`src/rtl/smx_pkg.sv`:
```
package smx_pkg;

  // Strobes from the sequencer to the datapath.
  typedef struct packed {
    logic accept;     // store the input beat and add it to the sum
    logic closeVec;   // last beat of the vector: latch the mode
    logic startItem;  // fetch a stored numerator and set up the quotient
    logic divStep;    // one restoring-division step
    logic nextItem;   // advance to the next stored numerator
    logic clearVec;   // final output taken: empty the vector
  } smxCtrlT;

  typedef enum logic [1:0] {
    ST_COLLECT,
    ST_LOAD,
    ST_DIV,
    ST_EMIT
  } smxStateT;

endpackage

```
`src/rtl/smx_nearest_pow2.sv`:
```
module smx_nearest_pow2 #(
  parameter int W = 13,
  localparam int EW = $clog2(W + 1)
) (
  input  logic [W-1:0]  val,
  output logic [EW-1:0] expo
);

  logic [EW-1:0] lead;
  logic          roundUp;

  // Leading-one detector: the highest set bit wins.
  always_comb begin
    lead = '0;
    for (int i = 0; i < W; i++) begin
      if (val[i]) lead = EW'(i);
    end
  end

  // Round to the upper power when the bit just below the leading one is set.
  assign roundUp = (lead != '0) && val[lead - 1'b1];
  assign expo    = lead + EW'(roundUp);

endmodule

```
`src/rtl/smx_ctrl.sv`:
```
module smx_ctrl
  import smx_pkg::*;
(
  input  logic    clk,
  input  logic    rstN,
  input  logic    inValid,
  input  logic    inLast,
  input  logic    outReady,
  input  logic    slotFull,
  input  logic    quickDone,
  input  logic    stepsDone,
  input  logic    lastItem,
  output smxCtrlT ctl,
  output logic    inReady,
  output logic    outValid
);

  smxStateT state, stateNext;

  always_ff @(posedge clk) begin
    if (!rstN) state <= ST_COLLECT;
    else       state <= stateNext;
  end

  always_comb begin
    ctl       = '0;
    stateNext = state;
    unique case (state)
      ST_COLLECT: begin
        if (inValid) begin
          ctl.accept = 1'b1;
          if (inLast || slotFull) begin
            ctl.closeVec = 1'b1;
            stateNext    = ST_LOAD;
          end
        end
      end
      ST_LOAD: begin
        ctl.startItem = 1'b1;
        stateNext     = quickDone ? ST_EMIT : ST_DIV;
      end
      ST_DIV: begin
        ctl.divStep = 1'b1;
        if (stepsDone) stateNext = ST_EMIT;
      end
      ST_EMIT: begin
        if (outReady) begin
          if (lastItem) begin
            ctl.clearVec = 1'b1;
            stateNext    = ST_COLLECT;
          end else begin
            ctl.nextItem = 1'b1;
            stateNext    = ST_LOAD;
          end
        end
      end
      default: stateNext = ST_COLLECT;
    endcase
  end

  assign inReady  = (state == ST_COLLECT);
  assign outValid = (state == ST_EMIT);

endmodule

```
`src/rtl/smx_datapath.sv`:
```
module smx_datapath
  import smx_pkg::*;
#(
  parameter int NUM_CLASS = 21,
  parameter int NUM_W     = 11,
  parameter int DEN_W     = 13,
  parameter int OUT_W     = 8
) (
  input  logic             clk,
  input  logic             rstN,
  input  smxCtrlT          ctl,
  input  logic [NUM_W-1:0] inData,
  input  logic             shiftMode,
  output logic             slotFull,
  output logic             lastItem,
  output logic             quickDone,
  output logic             stepsDone,
  output logic             sumZero,
  output logic [OUT_W-1:0] outData
);

  localparam int IDX_W  = $clog2(NUM_CLASS + 1);
  localparam int STEP_W = $clog2(OUT_W);
  localparam int EXP_W  = $clog2(DEN_W + 1);
  localparam int PROD_W = NUM_W + OUT_W;

  logic [NUM_W-1:0]  vals [NUM_CLASS];
  logic [IDX_W-1:0]  wrIdx, rdIdx;
  logic [DEN_W-1:0]  sum, rem;
  logic [OUT_W-1:0]  quo;
  logic [STEP_W-1:0] stepCnt;
  logic              modeShift;

  logic [NUM_W-1:0]  num;
  logic [DEN_W-1:0]  numWide;
  logic [DEN_W:0]    sumWide;
  logic [DEN_W-1:0]  sumSat;
  logic [EXP_W-1:0]  expo;
  logic [PROD_W-1:0] prod, shifted;
  logic [OUT_W-1:0]  shiftQ, quickVal;
  logic [DEN_W:0]    remDbl;
  logic [DEN_W-1:0]  remSub;
  logic              numGeDen, fits;

  // Saturating accumulation of the denominator.
  assign sumWide = {1'b0, sum} + (DEN_W + 1)'(inData);
  assign sumSat  = sumWide[DEN_W] ? '1 : sumWide[DEN_W-1:0];

  assign num      = vals[rdIdx];
  assign numWide  = DEN_W'(num);
  assign numGeDen = numWide >= sum;
  assign sumZero  = (sum == '0);

  smx_nearest_pow2 #(.W(DEN_W)) u_pow2 (
    .val (sum),
    .expo(expo)
  );

  // Shift normalization with clamp at the largest fraction.
  assign prod    = {num, {OUT_W{1'b0}}};
  assign shifted = prod >> expo;
  assign shiftQ  = (|shifted[PROD_W-1:OUT_W]) ? '1 : shifted[OUT_W-1:0];

  assign quickDone = sumZero || modeShift || numGeDen;
  assign quickVal  = sumZero ? '0 : (modeShift ? shiftQ : '1);

  // Restoring division step.
  assign remDbl = {rem, 1'b0};
  assign fits   = remDbl >= {1'b0, sum};
  assign remSub = remDbl[DEN_W-1:0] - sum;

  assign slotFull  = (wrIdx == IDX_W'(NUM_CLASS - 1));
  assign lastItem  = ((rdIdx + 1'b1) == wrIdx);
  assign stepsDone = (stepCnt == STEP_W'(OUT_W - 1));
  assign outData   = quo;

  always_ff @(posedge clk) begin
    if (ctl.accept) vals[wrIdx] <= inData;
  end

  always_ff @(posedge clk) begin
    if (!rstN) begin
      wrIdx     <= '0;
      rdIdx     <= '0;
      sum       <= '0;
      rem       <= '0;
      quo       <= '0;
      stepCnt   <= '0;
      modeShift <= 1'b0;
    end else begin
      if (ctl.clearVec) begin
        wrIdx <= '0;
        rdIdx <= '0;
        sum   <= '0;
      end else begin
        if (ctl.accept) begin
          wrIdx <= wrIdx + 1'b1;
          sum   <= sumSat;
        end
        if (ctl.closeVec) modeShift <= shiftMode;
        if (ctl.nextItem) rdIdx <= rdIdx + 1'b1;
      end
      if (ctl.startItem) begin
        stepCnt <= '0;
        rem     <= numWide;
        quo     <= quickDone ? quickVal : '0;
      end
      if (ctl.divStep) begin
        stepCnt <= stepCnt + 1'b1;
        if (fits) begin
          rem <= remSub;
          quo <= {quo[OUT_W-2:0], 1'b1};
        end else begin
          rem <= remDbl[DEN_W-1:0];
          quo <= {quo[OUT_W-2:0], 1'b0};
        end
      end
    end
  end

endmodule

```
`src/rtl/softmax_norm.sv`:
```
module softmax_norm
  import smx_pkg::*;
#(
  parameter int NUM_CLASS = 21,
  parameter int NUM_W     = 11,
  parameter int DEN_W     = 13,
  parameter int OUT_W     = 8
) (
  input  logic             clk,
  input  logic             rstN,
  input  logic             inValid,
  output logic             inReady,
  input  logic [NUM_W-1:0] inData,
  input  logic             inLast,
  input  logic             shiftMode,
  output logic             outValid,
  input  logic             outReady,
  output logic [OUT_W-1:0] outData,
  output logic             outLast,
  output logic             outErr
);

  smxCtrlT ctl;
  logic    slotFull, lastItem, quickDone, stepsDone, sumZero;

  smx_ctrl u_ctrl (
    .clk      (clk),
    .rstN     (rstN),
    .inValid  (inValid),
    .inLast   (inLast),
    .outReady (outReady),
    .slotFull (slotFull),
    .quickDone(quickDone),
    .stepsDone(stepsDone),
    .lastItem (lastItem),
    .ctl      (ctl),
    .inReady  (inReady),
    .outValid (outValid)
  );

  smx_datapath #(
    .NUM_CLASS(NUM_CLASS),
    .NUM_W    (NUM_W),
    .DEN_W    (DEN_W),
    .OUT_W    (OUT_W)
  ) u_dp (
    .clk      (clk),
    .rstN     (rstN),
    .ctl      (ctl),
    .inData   (inData),
    .shiftMode(shiftMode),
    .slotFull (slotFull),
    .lastItem (lastItem),
    .quickDone(quickDone),
    .stepsDone(stepsDone),
    .sumZero  (sumZero),
    .outData  (outData)
  );

  assign outLast = outValid && lastItem;
  assign outErr  = outValid && sumZero;

endmodule

```
`config.mk`:
```
export PLATFORM = sky130hd
export DESIGN_NAME = softmax_norm
export DESIGN_NICKNAME = d
export VERILOG_FILES = /design/src/rtl/smx_pkg.sv /design/src/rtl/smx_nearest_pow2.sv /design/src/rtl/smx_ctrl.sv /design/src/rtl/smx_datapath.sv /design/src/rtl/softmax_norm.sv
export SDC_FILE = /design/constraint.sdc
export NUM_CORES = 1
export LEC_CHECK = 0
export BUFFER_PORTS_ARGS = -buffer_cell sky130_fd_sc_hd__buf_2
export CAP_MARGIN = 20
export CORE_MARGIN = 2
export CORE_UTILIZATION = 55
export CTS_BUF_LIST = sky130_fd_sc_hd__clkbuf_8
export DETAILED_ROUTE_END_ITERATION = 16
export PLACE_DENSITY = 0.74
export SETUP_SLACK_MARGIN = 0.15
export SLEW_MARGIN = 10
export SYNTH_ARGS = -nofsm -noshare
export SYNTH_HDL_FRONTEND = slang
export SYNTH_SLANG_ARGS = --single-unit
```
`constraint.sdc`:
```
create_clock -name clk -period 8.4 [get_ports clk]
set_clock_uncertainty 0.2 [all_clocks]
set_input_delay 0.84 -clock clk [delete_from_list [all_inputs] [get_ports clk]]
set_output_delay 0.84 -clock clk [all_outputs]
set_load 0.01 [all_outputs]
```
==> flow_summary_export.csv, run 1 <==
group,metric,value,unit
outcome,outcome,"finished, final reports clean",
synthesis,fraction_of_registers_with_async_set_or_reset_after_synthesis,0,%
flow_run,cap_violations,0,
worst_setup_path,maximum_fanout_along_the_worst_path,24,
global_route,initial_antenna_violation_count,0,
timing,period_needed,6.39,ns
synthesis,synth_area_in_compound_gates,9.91,%
detailed_routing,first_iter_violations,1022,
timing,hold_viol_final,0,
timing,slew_headroom,28.4,%
detailed_routing,detail_route.first_pass.iterations,5,
detailed_routing,wire_per_inst,23.0,um
global_route,grt_start_max_net_pins,40,
floorplan,start_util,55.7,%
floorplan,die_h,166,um
timing,rsz0062_at_grt,"no",
power,combPwrFrac,50.5,%
global_route,grt_overflow,0,
timing,final.period_utilization,76.1,%
cells_and_area,syn2layout_area_growth,9.80,%
floorplan,die_area,0.0276,mm2
clock_network,cts_inserted_buffers,47,
clock_network,clkSinkCount,286,
clock_network,cts.clk_slew.worst_paths,0.06,ns
power,power.net_switching,2.39,mW
floorplan,die_w,166,um
worst_setup_path,worst-setup-path-type,"reg2reg",
synthesis,synth.avg_cell_area,13.1,um2
synthesis,synth_top_family_by_area,"multiplexers",
synthesis,netlist.area_leader.share,47.9,%
synthesis,synth-warning-count,0,
timing,setup-violations-final,0,
detailed_routing,drt-vias-per-instance,6.26,
clock_network,cts_post_setup_buffers_inserted,0,
synthesis,yosysUniqueCellTypes,75,
timing,timing_max_transition_violations_final,0,
power,worst_vdd_ir,398,uV
synthesis,synth.mux.area_fraction,16.0,%
synthesis,post_synth_instance_area,0.0145,mm2
clock_network,cts_resized,0,
global_route,grt_pass1_wl,53.8,mm
worst_setup_path,timing.critical_path.to_type,"register",
timing,worst_slew_pin_slew,1.07,ns
power,seq_power_share,29.7,%
clock_network,ctsRootBufferMaster,"clkbuf_8",
synthesis,simple_logic_cell_fraction_of_the_synthesized_area,8.88,%
synthesis,syn-num-nets,1173,
synthesis,synth_sequential_area_ratio,55.5,%
detailed_routing,routed_wl,35.1,mm
global_route,track_usage,25.3,%
cells_and_area,num_antenna_cells,0,
global_route,first_global_vias,9219,
worst_setup_path,worst_endpoint_data_arrival_time,6.63,ns
floorplan,number_of_rows_in_the_core_area,59,
synthesis,synth_flop_cell,"edfxtp_1",
clock_network,holdBufCountCts,0,
placed_design,place_area,0.0150,mm2
synthesis,yosysMostFrequentCell,"edfxtp_1",
detailed_routing,antenna_left,0,
hold_path,min-delay-path-class,"reg2reg",
power,clock_share_of_power,19.8,%
synthesis,syn-instance-count,1105,
synthesis,post_synth_main_area_contributors,"edfxtp_1 48%, mux4_2 8.2%, dfxtp_1 7.6%",
clock_network,clock_tree.htree_level_count,2,
synthesis,synth_top_cells_by_count,"231 x edfxtp_1, 98 x nor2_1, 59 x mux2i_1, 59 x nand2_1, 55 x dfxtp_1",
cells_and_area,layout.nets,1221,
clock_network,cts_tree,"built",
cells_and_area,finalInstanceArea,0.0159,mm2
floorplan,floorplan.io_pins,29,
placed_design,dp.final_hpwl,23.5,mm
placed_design,port-buffer-count,28,
clock_network,clkLatencyLatePin,0.57,ns
cells_and_area,post_route_cells_drive_above_1_share,17.7,%
power,internal-power,3.43,mW
worst_setup_path,timing.critical_path.from_type,"register",
clock_network,cts_buffer_depth,3,
synthesis,synth_enable_flop_cells,231,
power,power_switching_share,41.0,%
synthesis,postSynthRegisterBits,286,
worst_setup_path,cp.required,8.64,ns
floorplan,coreArea,0.0260,mm2
timing,fmax,0.157,GHz
timing,final.setup.tns,0,ns
power,leakage,5.65,nW
synthesis,synth-adder-area-share,4.51,%
synthesis,post-synth-top-area-cell,"edfxtp_1",
synthesis,synth_xor_xnor_area_share,2.12,%
detailed_routing,drc,0,
detailed_routing,number_of_vias_in_the_routed_layout,9554,
power,power_density,366,mW/mm2
placed_design,globalplace.congestion,0.927,
==> final timing paths <==
path / startpoint / end / cells after the start / slack, ns
worst min-delay path: u_dp.stepCnt[2] / u_dp.stepCnt[2] / 2 / 0.27
worst max-delay path: u_dp.sum[2] / u_dp.outData[2] / 19 / 2.01
worst min register to register: u_dp.stepCnt[2] / u_dp.stepCnt[2] / 2 / 0.27
worst max register to register: u_dp.sum[2] / u_dp.outData[2] / 19 / 2.01
==> cells by family after synthesis <==
group | Yosys count
fa+ha+maj | 51
flops | 286
compound gates | 210
simple gates | 274
mux | 142
buf+inv | 107
xor+xnor | 35
==> power by group through the flow <==
stage | Sequential, mW | Combinational (mW) | Clock [mW]
6_report | 1.73 | 2.94 | 1.15
5_1_grt | 1.75 | 3.21 | 1.23
4_1_cts | 1.73 | 2.90 | 1.18
3_5_place_dp | 1.76 | 2.88 | 0
3_3_place_gp | 1.75 | 2.86 | 0
2_1_floorplan | 1.74 | 2.25 | 0
==> through the flow <==
| step | total power [mW] | cells | worst slack (ns) | hold slack, ns | utilization (%) |
|---|---|---|---|---|---|
| after floorplan | 3.99 | 1105 | 2.81 | 0.250 | - |
| after global placement | 4.61 | 1438 | 2.22 | 0.258 | 57.7 |
| after detailed placement | 4.64 | 1438 | 2.11 | 0.264 | 57.7 |
| after CTS | 5.81 | 1526 | 2.07 | 0.274 | 61.1 |
| after global routing | 6.19 | 1527 | 1.75 | 0.303 | 61.2 |
| final | 5.82 | 1527 | 2.01 | 0.273 | 61.2 |
==> worst max-delay path, cell delays in order (launching register included) <==
cell	delay (ns)
dfxtp_1	0.39
nor2_1	0.09
o311ai_0	0.31
a211oi_1	0.20
or2_2	0.32
ha_1	0.41
mux4_2	0.53
nand3_1	0.09
o21ai_0	0.08
ha_1	0.20
ha_1	0.27
buf_4	0.30
clkinv_1	0.53
mux4_2	0.67
or3_1	0.32
o311a_1	0.17
o32ai_2	0.12
a31oi_1	0.11
or3_1	0.55
o31a_1	0.36
==> layer usage <==
layer	vias to the layer above	GRT usage (%)	part of all wire [%]
met5	-	0	0
met4	0	6.67	2.0
met3	66	5.00	9.1
met2	432	39.9	47
met1	4700	36.6	42
li1	4356	-	-
==> layout by cell type (no fill, tap or decap), types with 20 or more instances in the layout <==
cell and n:
inv_1 59, mux4_2 53, o21ai_0 42, buf_4 29
nand3_1 21, dfxtp_1 52, clkbuf_8 47, buf_2 28
nand2_1 59, nor2_1 98, a21oi_1 53, mux2i_1 59
edfxtp_1 231, ha_1 49, xnor2_1 20
==> area by class of cell <==
cell class	instances	area, um2
tap	335	419
multi-input combinational	712	6000
clock inverter	41	249
inverter	49	184
fill	2028	10100
clock buffer	47	647
sequential	286	8040
timing repair buffer	57	358
==> flip-flops by register name, summed over array words and instances (netlist names), named ones only <==
signal / count
u_dp.sum: 13
u_dp.modeShift: 1
u_ctrl.state: 2
u_dp.outData: 8
u_dp.vals: 231
u_dp.rdIdx: 5
u_dp.stepCnt: 3
u_dp.wrIdx: 5
u_dp.rem: 13
Power figures use the tool's default switching activity.
==> inputs of run 2 (changes only) <==
==> constraint.sdc (replaced) <==
create_clock -name clk -period 6.1 [get_ports clk]
set_clock_uncertainty 0.2 [all_clocks]
set_input_delay 0.61 -clock clk [delete_from_list [all_inputs] [get_ports clk]]
set_output_delay 0.61 -clock clk [all_outputs]
set_load 0.01 [all_outputs]
==> run 2 against run 1 <==
Final area rose by 1.5%. Via count up 0.23%. Utilization grew 0.94 points. Clock power is 53% higher. Combinational power increased by 44%. Sequential cell count unchanged. Die area stayed put. Count of clock-buffer cells in the layout is 3 higher. Hold slack worse by 0.20 ns. Sequential power is 38% higher. Largest power group unchanged.
==> flow_summary_export.csv, run 2 (synthesis results as in run 1) <==
group,metric,value,unit
timing,setup-violations-final,0,
worst_setup_path,path_delay_family,"compound AO/OA/AOI/OAI gates",
clock_network,clkSinkCount,286,
clock_network,cts.clk_slew.worst_paths,0.07,ns
worst_setup_path,crit_chain,"inv_1, a21oi_1, o21ai_0, a21oi_1, o21ai_0, a21o_1, ha_2, mux4_2, nand3_1, o21ai_0, ha_1, ha_1, buf_12, nor2b_1, and3_1, a2bb2oi_1, o41ai_1, a311o_1, o32ai_2, a31oi_1, or3_4, o21ai_0, a21oi_1",
detailed_routing,wire_per_inst,23.6,um
timing,rsz0062_at_grt,"no",
worst_setup_path,maximum_fanout_along_the_worst_path,23,
detailed_routing,drt-vias-per-instance,6.22,
timing,period_needed,5.61,ns
worst_setup_path,worst_endpoint_data_arrival_time,5.86,ns
cells_and_area,finalInstanceArea,0.0161,mm2
global_route,track_usage,26.3,%
detailed_routing,number_of_vias_in_the_routed_layout,9576,
cells_and_area,regMostFlops,"u_dp.vals",
timing,fmax,0.178,GHz
timing,final.period_utilization,92.0,%
cells_and_area,finish.utilization,62.1,%
worst_setup_path,critical_path.slowest_cell,"mux4_2",
flow_run,cap_violations,0,
floorplan,number_of_rows_in_the_core_area,59,
floorplan,start_util,55.7,%
worst_setup_path,timing.critical_path.to_type,"register",
detailed_routing,routed_wl,36.3,mm
power,power_density,519,mW/mm2
outcome,outcome,"finished, final reports clean",
timing,timing_max_transition_violations_final,0,
clock_network,cts_post_setup_buffers_inserted,0,
cells_and_area,largest_register_ffs,231,
cells_and_area,layout.nets,1234,
worst_setup_path,path_common_cell,"o21ai_0",
clock_network,clock_tree.htree_level_count,2,
timing,slew_headroom,30.1,%
placed_design,globalplace.congestion,0.915,
clock_network,holdBufCountCts,0,
floorplan,floorplan.io_pins,29,
global_route,initial_antenna_violation_count,0,
global_route,grt_overflow,0,
detailed_routing,detail_route.first_pass.iterations,5,
placed_design,dp.final_hpwl,24.6,mm
hold_path,min-delay-path-class,"in2reg",
cells_and_area,num_antenna_cells,0,
cells_and_area,largest_registers,"u_dp.vals: 231 flops, u_dp.rem: 13 flops, u_dp.sum: 13 flops",
clock_network,cts_buffer_depth,3,
power,worst_vdd_ir,422,uV
worst_setup_path,critical_path_s_largest_stage_delay,0.53,ns
placed_design,port-buffer-count,28,
global_route,grt_start_max_net_pins,38,
detailed_routing,first_iter_violations,1014,
floorplan,die_w,166,um
timing,hold_viol_final,0,
global_route,first_global_vias,9433,
clock_network,ctsRootBufferMaster,"clkbuf_8",
worst_setup_path,worst-setup-path-type,"reg2reg",
worst_setup_path,cp.required,6.35,ns
cells_and_area,syn2layout_area_growth,11.5,%
worst_setup_path,cp_num_buf_inv,2,
global_route,grt_pass1_wl,55.6,mm
floorplan,coreArea,0.0260,mm2
detailed_routing,drc,0,
power,leakage,5.77,nW
timing,final.setup.tns,0,ns
cells_and_area,final_cell_mix,"231 x edfxtp_1, 98 x nor2_1, 59 x nand2_1, 59 x mux2i_1, 57 x inv_1",
clock_network,clkLatencyLatePin,0.60,ns
detailed_routing,antenna_left,0,
clock_network,cts_tree,"built",
placed_design,place_area,0.0151,mm2
clock_network,cts_inserted_buffers,46,
floorplan,die_h,166,um
clock_network,cts_resized,0,
worst_setup_path,timing.critical_path.from_type,"register",
cells_and_area,post_route_cells_drive_above_1_share,19.1,%
timing,worst_slew_pin_slew,1.04,ns
floorplan,die_area,0.0276,mm2
cells_and_area,final_common_cell,"edfxtp_1",
run 2: cell count changes in the layout (fill, tap and decap cells not counted), moves of 2 or more:
cell,delta
bufinv_16,+3
buf_4,+12
clkbuf_8,+3
clkinv_2,-4
buf_12,+2
inv_1,-2
run 2: worst paths after layout:
| kind | startpoint | to | slack [ns] | cells past startpoint |
|---|---|---|---|---|
| worst max-delay path | u_dp.sum[3] | u_dp.outData[4] | 0.49 | 23 |
| worst min register to register | u_dp.stepCnt[2] | u_dp.stepCnt[2] | 0.27 | 2 |
| worst max register to register | u_dp.sum[3] | u_dp.outData[4] | 0.49 | 23 |
| worst min-delay path | shiftMode | u_dp.modeShift | 0.07 | 3 |
run 2: power by group:
part	internal [mW]	switching (mW)	leakage [nW]
Combinational	1.75	2.47	2.69
Sequential	2.26	0.130	2.53
Clock	0.980	0.777	0.545
run 2: routing by layer:
metal,GRT usage [%],routed length [um]
met5,0,0
met4,7.76,817
met3,4.62,2820
met2,42.2,17000
met1,37.3,15700
run 2: stage by stage:
step	total power [mW]	cells	worst slack, ns	hold WS (ns)
4_1_cts	8.31	1537	0.260	0.0406
5_1_grt	8.90	1539	0.163	0.0859
3_5_place_dp	6.54	1451	0.260	0.265
2_1_floorplan	5.49	1105	0.511	0.250
3_3_place_gp	6.53	1451	0.340	0.258
6_report	8.38	1539	0.489	0.0690
run 2: cell type report:
| cell class | count | area [um2] |
|---|---|---|
| clock buffers | 50 | 688 |
| multi-input cells | 712 | 6020 |
| clock inverters | 36 | 299 |
| fillers | 1950 | 9850 |
| repair buffers | 71 | 488 |
| well taps | 335 | 419 |
| flip-flops and latches | 286 | 8040 |
| inverters | 49 | 188 |
run 2: worst reg2reg max path, delay by kind of cell (launching register included):
family | cells | cell delay [ns]
muxes | 1 | 0.53
buffers and inverters | 2 | 0.32
and+or+nand+nor | 4 | 0.95
adders and majority gates | 3 | 0.98
DFF | 1 | 0.37
AOI/OAI and AO/OA | 13 | 2.13
